[src/rtl/lfsr_cnt_pkg.sv]
package lfsr_cnt_pkg;
  localparam int DEF_WIDTH = 11;
  localparam logic [DEF_WIDTH-1:0] DEF_TAPS = 11'h500;

  typedef enum logic [1:0] {
    XL_IDLE = 2'd0,
    XL_RUN  = 2'd1,
    XL_DONE = 2'd2
  } xlat_phase_t;
endpackage

[src/rtl/lfsr_advance.sv]
module lfsr_advance #(
  parameter int WIDTH = 11,
  parameter logic [WIDTH-1:0] TAP_MASK = 'h500
) (
  input  logic [WIDTH-1:0] cur,
  output logic [WIDTH-1:0] nxt
);
  // Right-shifting Galois form: the bit falling out of position 0 is fed back
  // into every tapped position.
  for (genvar b = 0; b < WIDTH; b++) begin : g_bit
    if (b == WIDTH - 1) begin : g_top
      assign nxt[b] = TAP_MASK[b] & cur[0];
    end else begin : g_mid
      assign nxt[b] = cur[b+1] ^ (TAP_MASK[b] & cur[0]);
    end
  end
endmodule

[src/rtl/lfsr_tc_detect.sv]
module lfsr_tc_detect #(
  parameter int WIDTH = 11
) (
  input  logic [WIDTH-1:0] state,
  output logic             tc
);
  localparam logic [WIDTH-1:0] END_STATE = '1;

  logic at_end;
  logic at_zero;

  assign at_end  = (state == END_STATE);
  assign at_zero = ~|state;
  assign tc      = at_end | at_zero;
endmodule

[src/rtl/lfsr_count_core.sv]
module lfsr_count_core #(
  parameter int WIDTH = 11,
  parameter logic [WIDTH-1:0] TAP_MASK = 'h500
) (
  input  logic             clk,
  input  logic             rst_n,
  input  logic             load_en,
  input  logic [WIDTH-1:0] load_state,
  input  logic             step_en,
  output logic [WIDTH-1:0] state,
  output logic             tc
);
  localparam logic [WIDTH-1:0] END_STATE = '1;

  logic [WIDTH-1:0] state_q;
  logic [WIDTH-1:0] state_nxt;
  logic             tc_w;

  lfsr_advance #(.WIDTH(WIDTH), .TAP_MASK(TAP_MASK)) u_adv (
    .cur (state_q),
    .nxt (state_nxt)
  );

  lfsr_tc_detect #(.WIDTH(WIDTH)) u_tc (
    .state (state_q),
    .tc    (tc_w)
  );

  always_ff @(posedge clk or negedge rst_n) begin
    if (!rst_n) begin
      state_q <= END_STATE;
    end else if (load_en) begin
      state_q <= load_state;
    end else if (step_en && !tc_w) begin
      state_q <= state_nxt;
    end
  end

  assign state = state_q;
  assign tc    = tc_w;
endmodule

[src/rtl/lfsr_seed_xlat.sv]
module lfsr_seed_xlat
  import lfsr_cnt_pkg::*;
#(
  parameter int WIDTH = 11,
  parameter logic [WIDTH-1:0] TAP_MASK = 'h500
) (
  input  logic             clk,
  input  logic             rst_n,
  input  logic             pos_valid,
  output logic             pos_ready,
  input  logic [WIDTH-1:0] pos_data,
  output logic             seed_valid,
  input  logic             seed_ready,
  output logic [WIDTH-1:0] seed_data
);
  localparam logic [WIDTH-1:0] END_STATE = '1;
  localparam logic [WIDTH-1:0] CNT_ONE   = WIDTH'(1);

  xlat_phase_t      phase_q;
  logic [WIDTH-1:0] work_q;
  logic [WIDTH-1:0] work_nxt;
  logic [WIDTH-1:0] remain_q;

  lfsr_advance #(.WIDTH(WIDTH), .TAP_MASK(TAP_MASK)) u_adv (
    .cur (work_q),
    .nxt (work_nxt)
  );

  always_ff @(posedge clk or negedge rst_n) begin
    if (!rst_n) begin
      phase_q  <= XL_IDLE;
      work_q   <= END_STATE;
      remain_q <= '0;
    end else begin
      unique case (phase_q)
        XL_IDLE: begin
          if (pos_valid) begin
            if (pos_data == '0) begin
              work_q  <= '0;
              phase_q <= XL_DONE;
            end else begin
              // Steps needed: 2^WIDTH - p, which the modular negation yields.
              work_q   <= END_STATE;
              remain_q <= '0 - pos_data;
              phase_q  <= XL_RUN;
            end
          end
        end
        XL_RUN: begin
          work_q <= work_nxt;
          if (remain_q == CNT_ONE) begin
            phase_q <= XL_DONE;
          end else begin
            remain_q <= remain_q - CNT_ONE;
          end
        end
        XL_DONE: begin
          if (seed_ready) phase_q <= XL_IDLE;
        end
        default: phase_q <= XL_IDLE;
      endcase
    end
  end

  assign pos_ready  = (phase_q == XL_IDLE);
  assign seed_valid = (phase_q == XL_DONE);
  assign seed_data  = work_q;
endmodule

[src/rtl/lfsr_cycle_counter.sv]
module lfsr_cycle_counter #(
  parameter int WIDTH = 11,
  parameter logic [WIDTH-1:0] TAP_MASK = 'h500
) (
  input  logic             clk,
  input  logic             rst_n,
  input  logic             load_en,
  input  logic [WIDTH-1:0] load_state,
  input  logic             step_en,
  output logic [WIDTH-1:0] cur_state,
  output logic             tc,
  input  logic             pos_valid,
  output logic             pos_ready,
  input  logic [WIDTH-1:0] pos_data,
  output logic             seed_valid,
  input  logic             seed_ready,
  output logic [WIDTH-1:0] seed_data
);
  lfsr_count_core #(.WIDTH(WIDTH), .TAP_MASK(TAP_MASK)) u_core (
    .clk        (clk),
    .rst_n      (rst_n),
    .load_en    (load_en),
    .load_state (load_state),
    .step_en    (step_en),
    .state      (cur_state),
    .tc         (tc)
  );

  lfsr_seed_xlat #(.WIDTH(WIDTH), .TAP_MASK(TAP_MASK)) u_xlat (
    .clk        (clk),
    .rst_n      (rst_n),
    .pos_valid  (pos_valid),
    .pos_ready  (pos_ready),
    .pos_data   (pos_data),
    .seed_valid (seed_valid),
    .seed_ready (seed_ready),
    .seed_data  (seed_data)
  );
endmodule

[config.mk]
export PLATFORM = sky130hd
export DESIGN_NAME = lfsr_cycle_counter
export DESIGN_NICKNAME = d
export VERILOG_FILES = /design/src/rtl/lfsr_cnt_pkg.sv /design/src/rtl/lfsr_advance.sv /design/src/rtl/lfsr_tc_detect.sv /design/src/rtl/lfsr_count_core.sv /design/src/rtl/lfsr_seed_xlat.sv /design/src/rtl/lfsr_cycle_counter.sv
export SDC_FILE = /design/constraint.sdc
export NUM_CORES = 1
export LEC_CHECK = 0
export CAP_MARGIN = 5
export CORE_MARGIN = 2
export CORE_UTILIZATION = 49
export DETAILED_ROUTE_END_ITERATION = 8
export GPL_ROUTABILITY_DRIVEN = 0
export PLACE_DENSITY = 0.91
export REMOVE_ABC_BUFFERS = 1
export SYNTH_ARGS = -nofsm -noshare
export SYNTH_HDL_FRONTEND = slang
export SYNTH_SLANG_ARGS = --single-unit
[constraint.sdc]
create_clock -name clk -period 2.9 [get_ports clk]
set_input_delay 0.58 -clock clk [delete_from_list [all_inputs] [get_ports clk]]
set_output_delay 0.58 -clock clk [all_outputs]
set_load 0.01 [all_outputs]
# Word-level counts from Yosys, hierarchy flattened
# Cells that the tools add are included.
classes:
  add_sub_neg: 2
  n_eq_ne: 9
  n_mux: 14
  n_bitwise: 3
  n_reduce_logical: 11
op_table:
  columns: ["op", "n"]
  rows:
  - ["11-bit two-way mux", 7]
  - ["11-bit case mux with 2 select lines", 2]
  - ["11-bit by 1-bit == test with 1-bit output, second input constant", 1]
  - ["11-bit == test, second input constant", 1]
  - ["11-bit zero test", 1]
  - ["11-bit OR reduction", 1]
  - ["1-bit by 11-bit subtractor with 11-bit output, first input constant", 1]
  - ["11-bit by 1-bit subtractor with 11-bit output, second input constant", 1]
  - ["2-bit two-way mux", 4]
  - ["2-bit inequality test, second input constant", 3]
  - ["2-bit case mux with 3 select lines", 1]
  - ["2-bit by 1-bit inequality test with 1-bit output, second input constant", 2]
  - ["4-bit AND reduction", 1]
  - ["2-bit nonzero test", 2]
  - ["3-bit AND reduction", 1]
  - ["2-bit by 1-bit == test with 1-bit output, second input constant", 1]
  - ["2-bit == test, second input constant", 1]
  - ["1-bit zero test", 2]
  - ["2-bit zero test", 1]
  - ["2-bit AND reduction", 1]
  - ["1-bit XOR", 2]
  - ["1-bit logical AND", 1]
  - ["1-bit OR", 1]
totals:
  reg_bits: 35
  inputBits: 28
  word_cells: 43

# Depth between registers and ports, before layout
logic_depth:
  ltp_word: 7
  mapped_depth: 8
  ltp_nobuf: 8

# By module
# From an unflattened synthesis, not the netlist that was laid out.
hier_totals:
  cells_unflattened: 257
  hier_area_um2: 2448.6
by_module_without_submodules:
  columns: ["module", "instances", "cells_each", "area_each_um2", "seq_area_each_um2"]
  rows:
  - ["lfsr_seed_xlat", 1, 165, 1486.4, 614.3]
  - ["lfsr_count_core", 1, 62, 747.0, 289.0]
  - ["lfsr_advance", 2, 11, 83.8, 0.0]
  - ["lfsr_tc_detect", 1, 8, 47.5, 0.0]

# Worst setup path after synthesis
# No wires, ideal clock.
synth_timing:
  kind: "input -> register"
  from: "in pos_data[7]"
  to: "reg u_xlat.remain_q[10]"
  arrival_ns: 2.112
  t_required_ns: 2.771
  slack_ns: 0.659
  stages: 5
  path_buffers: 1
  path_cell_list: "or4_4 > or4_4 > a31oi_4 > buf_6 > o21ai_0"
synth_via:
  elab_chain_cells: 4
synth_rtl:
  columns: ["element", "line_no", "source"]
  rows:
  - ["start, declared", "lfsr_cycle_counter.sv:14", "input logic [WIDTH-1:0] pos_data,"]
  - ["1-bit by 11-bit subtractor with 11-bit output", "lfsr_seed_xlat.sv:44", "remain_q <= '0 - pos_data;"]
  - ["11-bit two-way mux", "lfsr_seed_xlat.sv:38", "if (pos_data == '0) begin"]
  - ["11-bit two-way mux", "lfsr_seed_xlat.sv:37", "if (pos_valid) begin"]
  - ["11-bit case mux with 2 select lines", "lfsr_seed_xlat.sv:35", "unique case (phase_q)"]
  - ["end signal, assigned", "lfsr_seed_xlat.sv:44", null]
  - ["end signal, assigned", "lfsr_seed_xlat.sv:54", "remain_q <= remain_q - CNT_ONE;"]
  - ["end, declared", "lfsr_seed_xlat.sv:22", "logic [WIDTH-1:0] remain_q;"]
# Several ways; a longest one is shown, not always the timed one. The select of a mux whose other input is x is not followed.
# A chain may end at the register's enable or synchronous reset.

# Final worst setup path
layout_timing:
  from: "reg u_core.state_q[7], in the netlist u_core.state[7]"
  to: "out tc"
layout_via:
  elab_chain_cells: 3
layout_rtl:
  columns: ["element", "line_no", "source"]
  rows:
  - ["start, declared", "lfsr_count_core.sv:15", "logic [WIDTH-1:0] state_q;"]
  - ["start signal, assigned", "lfsr_count_core.sv:33", "state_q <= load_state;"]
  - ["start signal, assigned", "lfsr_count_core.sv:35", "state_q <= state_nxt;"]
  - ["11-bit OR reduction", "lfsr_tc_detect.sv:13", "assign at_zero = ~|state;"]
  - ["1-bit zero test", "lfsr_tc_detect.sv:13", null]
  - ["1-bit OR *", "lfsr_tc_detect.sv:14", "assign tc = at_end | at_zero;"]
  - ["end, declared", "lfsr_cycle_counter.sv:11", "output logic tc,"]
# Mark *: on every way between the ends. The rest lies on a longest branch, timed or not.

==> summary.md <==
| Metric | Value |
|---|---|
| Hold_buf cts | 0 |
| Initial antenna violation count | 0 |
| Layout cells sized above 1 | 19.6% |
| FF+latch count, synth | 35 |
| Post-DP Area | 2710 um^2 |
| Most heavily used metal layer in global routing | met2 |
| Power Density | 825 nW/um^2 |
| Latest clock arrival within the worst-skew pair | 0.29 ns |
| Cells along the critical path | nand4_1 -> nor3_1 -> a21o_1 -> clkdlybuf4s50_1 |
| Most common cell in the netlist | nor2_1 |
| Dpl hpwl | 3.71 mm |
| Crit path DAT | 2.10 ns |
| First-pass GRT wire length | 8.18 mm |
| IO Pins | 53 |
| Fin nets | 316 |
| Crit path capture type | output port |
| Max Fclk | 0.373 GHz |
| Ant. Diodes | 0 |
| Post_cts resized | 0 |
| Cell depth of the worst hold path | 2 |
| All-Layer GR Usage | 23.8% |
| Port bufs | 52 |
| Clk_skew | 0.00433 ns |
| Post-DRT Antenna Nets | 0 |
| Leakage | 0.00110 uW |
| M3 GR Usage | 5.36% |
| Fin. max-slew vios | 0 |
| Final setup TNS | 0 ns |
| Syn. warnings | 0 |
| 1st-pass router iterations | 4 |
| Drt drc | 0 |
| # clock sinks | 35 |
| Synth-to-layout area growth | 34.7% |
| Largest net degree at the start of global routing | 32 |
| FF-to-FF path depth | 8 |
| Worst VDD drop | 0.000713 V |
| Postcts setup bufs | 0 |
| Worst Setup Slack, final | 0.222 ns |
| Post-Syn Area | 2070 um^2 |
| Syn Area/Cell | 9.23 um^2 |
| Sequential share of the synthesized area | 43.7% |
| Max FO, Critical Path | 6 |
| DR vias/cell | 5.86 |
| Final WL | 5.05 mm |
| Final Hold Viols | 0 |
| Routed len/inst | 15.0 um |
| Die Wd | 69.0 um |
| Die H | 69.0 um |
| Number of global-route vias before repair | 1856 |
| Commonest cells in the netlist | nor2_1, dfstp_2, a21oi_1, o21ai_0 |
| Die area | 4760 um^2 |
| Status | complete, no violations |
| EDFF count, synth | 0 |
| Critical Path RT | 2.32 ns |
| Top cell type's share of synthesized area | 27.9% |
| CORE AREA | 4030 um^2 |
| FP Rows | 23 |
| CP Depth | 4 |
| Distinct cells, synth | 47 |
| Critical path's top delay family | flip-flops |
| M2 GR Usage | 41.6% |
| Async S/R FF share, synth | 100% |
| Synth Flop Type | dfstp_2 |
| CTS Root Cell | clkbuf_8 |
| Slew headroom | 55.3% |
| Worst stage delay on the critical path | 0.58 ns |
| Maximum level of the CTS H-tree | 2 |
| Synth area leaders | dfstp_2, dfrtp_1, nor2_1, a21oi_1, o21ai_0 |
| Fillers | 321 |
| Setup WS pre-CTS | 0.0940 ns |
| Slowest-stage cell, CP | dfstp_2 |
| Final min period | 2.68 ns |
| 1st-iter DRT viols | 67 |
| Final setup fails | 0 |
| Worst setup SP type | flip-flop |
| Cell taking the most area after synthesis | dfstp_2 |
| Vias | 1969 |
| CTS Buf Count | 5 |
| Clock slew at reported path FFs | 0.07 ns |
| Post-Layout Inst Area | 2790 um^2 |
| CTS tree | done |
| Fin crit share | 92.4% |
| Clock buffer depth | 2 |
| Global route total overflow | 0 |
| Grt met1 use | 26.6% |
| WS Path Type | reg2out |
| Starting Density | 51.3% |
| CP bufs+invs | 1 |
| Worst-Margin Slew | 0.668 ns |
| Max-cap viol count | 0 |
| RSZ-0062 raised after global routing | no |
| Hold crit path type | reg2reg |
| Mapped Cells | 224 |
path summary, 6_finish.rpt:
path,from,end,slack [ns]
setup / recovery,u_core.state[7]$_DFFE_PN1P_,tc,0.22
hold / removal,u_xlat.remain_q[1]$_DFFE_PN0P_,u_xlat.remain_q[1]$_DFFE_PN0P_,0.52
setup reg to reg,u_xlat.remain_q[0]$_DFFE_PN0P_,u_xlat.remain_q[8]$_DFFE_PN0P_,0.75
hold reg to reg,u_xlat.remain_q[1]$_DFFE_PN0P_,u_xlat.remain_q[1]$_DFFE_PN0P_,0.52
max in group asynchronous,rst_n,u_core.state[3]$_DFFE_PN1P_,1.57
min in group asynchronous,rst_n,u_xlat.phase_q[1]$_DFFE_PN0P_,0.70
per-stage QoR:
step / total power, uW / hold slack [ns] / instances / utilization [%]
after floorplan: 1510 / 0.284 / 215 / -
after global placement: 1900 / 0.490 / 328 / 67.1
after detailed placement: 1950 / 0.508 / 328 / 67.1
after CTS: 2310 / 0.523 / 336 / 69.2
after global routing: 2460 / 0.543 / 336 / 69.2
final: 2300 / 0.519 / 336 / 69.2
cells in the final DEF, fill, tap and decap left out, drive strengths merged, types with 3 or more instances in the layout:
master         count
nand2b             4
xnor2              3
nand2             13
clkdlybuf4s50     52
or4                3
o21ai             23
ha                 3
mux2i              6
nand3              3
and3               4
dfstp             22
xor2               6
inv                6
clkbuf             7
o22ai             10
a21oi             15
nor4               9
nor2b              7
nor3              10
nor2              29
dfrtp             13
buf               11
report_power, final:
part / internal (uW) / total [uW] / switching, uW
logic: 514 / 1070 / 561
registers: 705 / 889 / 184
clock network: 168 / 336 / 168
worst register-to-register path: stages (launching register included):
cell	delay (ns)
dfrtp_1	0.46
inv_1	0.09
ha_1	0.17
or3b_2	0.51
nor4_1	0.19
buf_4	0.17
nor2b_1	0.15
o21ai_2	0.06
a22o_1	0.23
sequential cells by signal, summed over array words and instances, names as in the netlist:
| signal | cells |
|---|---|
| u_xlat.phase_q | 2 |
| u_core.state | 11 |
| u_xlat.seed_data | 11 |
| u_xlat.remain_q | 11 |
area by class of cell:
class / count / area (um^2) / area share, %
Clock buffer: 7 / 76.3 / 2.74
Clock inverter: 1 / 5.00 / 0.180
Inverter: 7 / 28.8 / 1.03
Multi-Input combinational cell: 173 / 1090 / 39.3
Sequential cell: 35 / 903 / 32.4
Tap cell: 50 / 62.6 / 2.25
Timing Repair Buffer: 63 / 616 / 22.1
cells by family after synthesis:
kind of cell | Yosys count | synth area share (%)
adder cells (fa/ha/maj) | 3 | 1.82
flip-flops | 35 | 43.7
buffers and inverters | 16 | 3.39
XOR/XNOR | 9 | 3.81
AND/OR/NAND/NOR | 87 | 21.5
AO/OA/AOI/OAI | 66 | 21.8
multiplexers | 8 | 3.99
per-layer routing:
layer  up-vias  part of all wire, %
met4         0                  3.3
met1       922                   41
li1        951                    -
met2        80                   48
met5         -                    0
met3        16                  7.8
Power figures use the tool's default switching activity.
